[config.mk]
export PLATFORM = sky130hd
export DESIGN_NAME = idle_clk_ctrl
export DESIGN_NICKNAME = d
export VERILOG_FILES = /design/src/rtl/idle_clk_ctrl.sv
export SDC_FILE = /design/constraint.sdc
export NUM_CORES = 1
export LEC_CHECK = 0
export CAP_MARGIN = 20
export CORE_AREA = 2 2 39 41
export DETAILED_ROUTE_END_ITERATION = 16
export DIE_AREA = 0 0 41 43
export PLACE_DENSITY_LB_ADDON = 0.1
export SETUP_SLACK_MARGIN = 0.1
export SLEW_MARGIN = 20
export SYNTH_ARGS = -nofsm -noshare
export SYNTH_HDL_FRONTEND = slang
export SYNTH_SLANG_ARGS = --single-unit
[constraint.sdc]
create_clock -name clk -period 1.35 [get_ports clk]
set_clock_uncertainty 0.1 [all_clocks]
set_input_delay 0.2025 -clock clk [delete_from_list [all_inputs] [get_ports clk]]
set_output_delay 0.2025 -clock clk [all_outputs]
set_load 0.01 [all_outputs]
[src/rtl/idle_clk_ctrl.sv]
module idle_clk_ctrl #(
  parameter int MC_CLKS    = 4,
  parameter int NUM_IRQ    = 8,
  parameter int RESTART_MC = 3
) (
  input  logic               clk,
  input  logic               rst_n,
  input  logic               ctl_we,
  input  logic               ctl_wbit,
  output logic               ctl_rbit,
  input  logic [NUM_IRQ-1:0] irq_req,
  input  logic [NUM_IRQ-1:0] irq_en,
  input  logic               gie,
  input  logic               rst_lvd,
  input  logic               rst_dbg,
  input  logic               rst_ext,
  input  logic               rst_wdt,
  output logic               core_ce,
  output logic               periph_ce,
  output logic               core_rst,
  output logic               idle_active
);
  localparam int MCW = (MC_CLKS > 1) ? $clog2(MC_CLKS) : 1;
  localparam int RCW = $clog2(RESTART_MC + 1);

  logic [MCW-1:0] mc_cnt;
  logic [RCW-1:0] rst_cnt;
  logic           idle_bit;

  wire mc_end   = (mc_cnt == MCW'(MC_CLKS - 1));
  wire irq_wake = gie & |(irq_req & irq_en);
  wire sup_req  = rst_lvd | rst_dbg | rst_ext | (rst_wdt & core_ce);
  wire idle_nxt = (sup_req | irq_wake) ? 1'b0 : (ctl_we ? ctl_wbit : idle_bit);

  always_ff @(posedge clk or negedge rst_n) begin
    if (!rst_n) begin
      mc_cnt    <= '0;
      rst_cnt   <= '0;
      idle_bit  <= 1'b0;
      core_ce   <= 1'b1;
      periph_ce <= 1'b0;
    end else begin
      periph_ce <= 1'b1;
      idle_bit  <= idle_nxt;
      if (sup_req) begin
        mc_cnt  <= '0;
        rst_cnt <= RCW'(RESTART_MC);
        core_ce <= 1'b1;
      end else begin
        mc_cnt <= mc_end ? '0 : mc_cnt + MCW'(1);
        if (mc_end) begin
          core_ce <= ~idle_nxt;
          if (rst_cnt != '0) rst_cnt <= rst_cnt - RCW'(1);
        end
      end
    end
  end

  assign core_rst    = (rst_cnt != '0);
  assign idle_active = ~core_ce;
  assign ctl_rbit    = idle_bit;
endmodule

Yosys cells after proc, flatten, opt, wreduce, memory -nomap -nowiden --
Index checks and enable logic that the tools add are counted.
Storage, ports and cells: bits in registers 7, input bits 25, output and inout bits 5, word-level logic and storage cells 31
Operators by class: add/sub/neg operators 2, eq/ne operators 1, multiplexer cells 9, bitwise gates (word level) 9, reductions and logical operators 5
Operators with widths (number):
- 2-bit 2-to-1 mux | 5
- 8-bit bitwise AND | 1
- 8-bit OR reduction | 1
- 2-bit nonzero test | 3
- 1-bit 2-to-1 mux | 4
- 1-bit bitwise OR | 4
- 2-bit by 1-bit adder with 2-bit output (second input constant) | 1
- 1-bit bitwise AND | 2
- 2-bit equality test (second input constant) | 1
- 1-bit inverter | 2
- 2-bit AND reduction | 1
- 2-bit by 1-bit subtractor with 2-bit output (second input constant) | 1

Longest topological paths before layout --
depth after elaboration 8, mapped depth 6, mapped depth without buffers 6

Worst setup path after synthesis --
Ideal clock, no wire load.
kind register to register, start point register core_ce, end point register mc_cnt[0], library setup time 0.080 ns, data arrival time 1.000 ns, required time 1.170 ns, slack 0.170 ns, cell stages (with the launch flop) 3, buffers on the path 0, period minus slack after synthesis 1.180 ns, path through dfstp_2 a2111oi_4 nor3b_2
Between the ends: word-level cells in the longest chain between the ends 3
Ends and longest elaborated chain:
- from (decl) | RTL line 18 | output logic core_ce,
- from (signal assigned) | RTL line 52 | core_ce <= ~idle_nxt;
- 1-bit bitwise AND | RTL line 32 | wire sup_req = rst_lvd | rst_dbg | rst_ext | (rst_wdt & core_ce);
- 1-bit bitwise OR | RTL line 32
- 2-bit 2-to-1 mux | RTL line 45 | if (sup_req) begin
- to (signal assigned) | RTL line 50 | mc_cnt <= mc_end ? '0 : mc_cnt + MCW'(1);
- to (decl) | RTL line 26 | logic [MCW-1:0] mc_cnt;
No other way between the ends. A chain may end at the register's enable or synchronous reset.

Final worst setup path --
Same ends and word-level chain as after synthesis.

==> metrics <==
clk slew on worst S/H paths 0.05 ns; Final Cycle Share around 95%; sequential element share of the synthesized area between 40% and 50%; core region area about 0.0014 mm²; fin nets 100; crit start category register; status complete, no violations; clk_lat worst skew 0.24 ns; delay of the slowest critical-path stage between 0.3 and 0.4 ns; initial antenna violation count 0; via count about 400; first-pass GRT wire length 1510 µm; gr usage total roughly 13%; Die Span X between 40 and 50 µm; Detail Placement HPWL slightly above 700 µm; Placer Congestion between 0.6 and 0.7; synth unique cells 17; commonest non-fill, non-tap cell in the layout clkdlybuf4s50_1; most frequent cells in the layout clkdlybuf4s50_1, dfrtp_1, a22oi_1, buf_4; Synth Register Bits 7; IO Port Bufs 29; CP max stage cell dfstp_2; CTS root buf clkbuf_4; Initial Util a little over a quarter; wire length per cell after detailed routing approximately 10 µm; largest net degree at the start of global routing 8; Die Area 0.00176 mm²; final hold violation count 0; drc violations 0; net count after synthesis 61; crit-path max FO 6; Lkg Pwr around 0.35 nW; Final Util 54.9%; Final Setup Violations 0; cell row count 14; Pwr Density 659 mW/mm²; CP arrival 1.35 ns; synth warn 0; clk buf depth 2; crit end category register; Syn Std Cell Area around 370 µm²; critical path class reg2reg; layout cells sized above 1 approximately 31%; Syn Inst Count 34; vias in the first global route between 400 and 500; Hold Worst Slack between 0.1 and 0.15 ns; # hold bufs at CTS 0; RSZ-0062 raised after global routing true; cell breakdown of the critical path buf_6, a2111oi_4, buf_4, nor3b_2; Worst path top cell family by delay flip-flops; Tmin final 1.28 ns; vias per std cell ~4.5; Filler cells 135; DRT Pass-1 Iters 3; Boundary Pins 30; CTS buffer count 3; Max Freq slightly below 800 MHz; area delta synth->final 106%; ANT cells 0; Setup Total Neg Slack 0 ns; drt total wl roughly 860 µm; peak supply drop just over 300 µV; HP Class in2async; Max-Cap Viols 0; Crit path required time about 1.4 ns; WP buf/inv 2; CTS tree yes; clk sinks 7; Max Slew Vio Count 0; htree depth 1; Detailed Route Iter0 Violations 1; Die H 43 µm; Avg Synthesized Cell Area ~11 µm²; grt ovf 0; number of nets with antenna violations after detailed routing 0
==> stage by stage <==
step / area, µm² / cells / power (mW) / setup WS [ns]
2_1_floorplan: 369 / 34 / 0.232 / 0.170
3_3_place_gp: 702 / 82 / 0.314 / -0.172
3_5_place_dp: 702 / 82 / 0.315 / -0.205
4_1_cts: 729 / 87 / 0.507 / 0.0537
5_1_grt: 759 / 88 / 0.524 / 0.0255
6_report: 759 / 88 / 0.500 / 0.0704
==> synth_stat cells (all sizes together) <==
library cell	n	share of area, %
dfrtp	6	41
nand2	5	5.1
a22oi	4	8.1
inv	4	4.1
a21oi	2	2.7
ha	2	6.8
a2111oi	1	7.5
and2	1	2.0
conb	1	1.0
dfstp	1	7.1
mux2	1	3.1
nand4	1	1.7
nor2	1	1.0
nor3b	1	3.4
o211ai	1	2.0
o21ai	1	1.4
xnor2	1	2.4
==> timing repair <==
item | CTS | global route
resized for setup | 19 | 5
pin swaps | 2 | 3
setup buffers | 1 | 1
endpoints found under the setup margin | 11 | 9
==> power breakdown <==
part / internal, mW / leakage [nW] / switching [mW]
logic: 0.0744 / 0.257 / 0.0254
clock network: 0.113 / 0.0150 / 0.0742
registers: 0.213 / 0.0813 / 0.00100
==> flip-flops by register name, summed over array words and instances, names as in the netlist <==
name       flops
mc_cnt         2
rst_cnt        2
periph_ce      1
core_ce        1
ctl_rbit       1
==> path summary, 6_finish.rpt <==
kind | end | cells after the start | from | slack, ns
worst max-delay path | mc_cnt[0] | 4 | core_ce | 0.07
worst min-delay path | rst_cnt[1] | 1 | rst_n | 0.12
worst max register to register | mc_cnt[0] | 4 | core_ce | 0.07
worst min register to register | mc_cnt[0] | 1 | mc_cnt[0] | 0.36
max in group asynchronous | core_ce | 1 | rst_n | 0.75
min in group clk | mc_cnt[0] | 1 | mc_cnt[0] | 0.36
==> cells by family (layout without fill, tap and decap cells) <==
family | Yosys count | in the layout | synth area share, %
compound gates | 9 | 9 | 21.7
simple gates | 9 | 9 | 13.2
flops | 7 | 7 | 47.8
buf+inv | 4 | 42 | 4.07
fa+ha+maj | 2 | 2 | 6.78
other cells | 1 | 1 | 1.02
xor+xnor | 1 | 1 | 2.37
mux | 1 | 1 | 3.05
==> cell type report <==
cell class | count | area [µm²] | share of cell area (%)
Inverter | 4 | 15.0 | 1.98
Clock buffer | 4 | 26.3 | 3.46
Tap cell | 16 | 20.0 | 2.64
Sequential cell | 7 | 176 | 23.2
Timing Repair Buffer | 34 | 327 | 43.0
Multi-Input combinational cell | 23 | 195 | 25.7
==> per-layer routing <==
metal / up-vias / global-route usage (%) / wire [µm] / share of wire, %
met3: 0 / 3.66 / 98 / 11
met5: - / 0 / 0 / 0
met2: 23 / 20.0 / 453 / 53
li1: 194 / - / - / -
met4: 0 / 8.00 / 0 / 0
met1: 178 / 14.0 / 304 / 36
No activity file was read; power rests on OpenSTA's default activity.
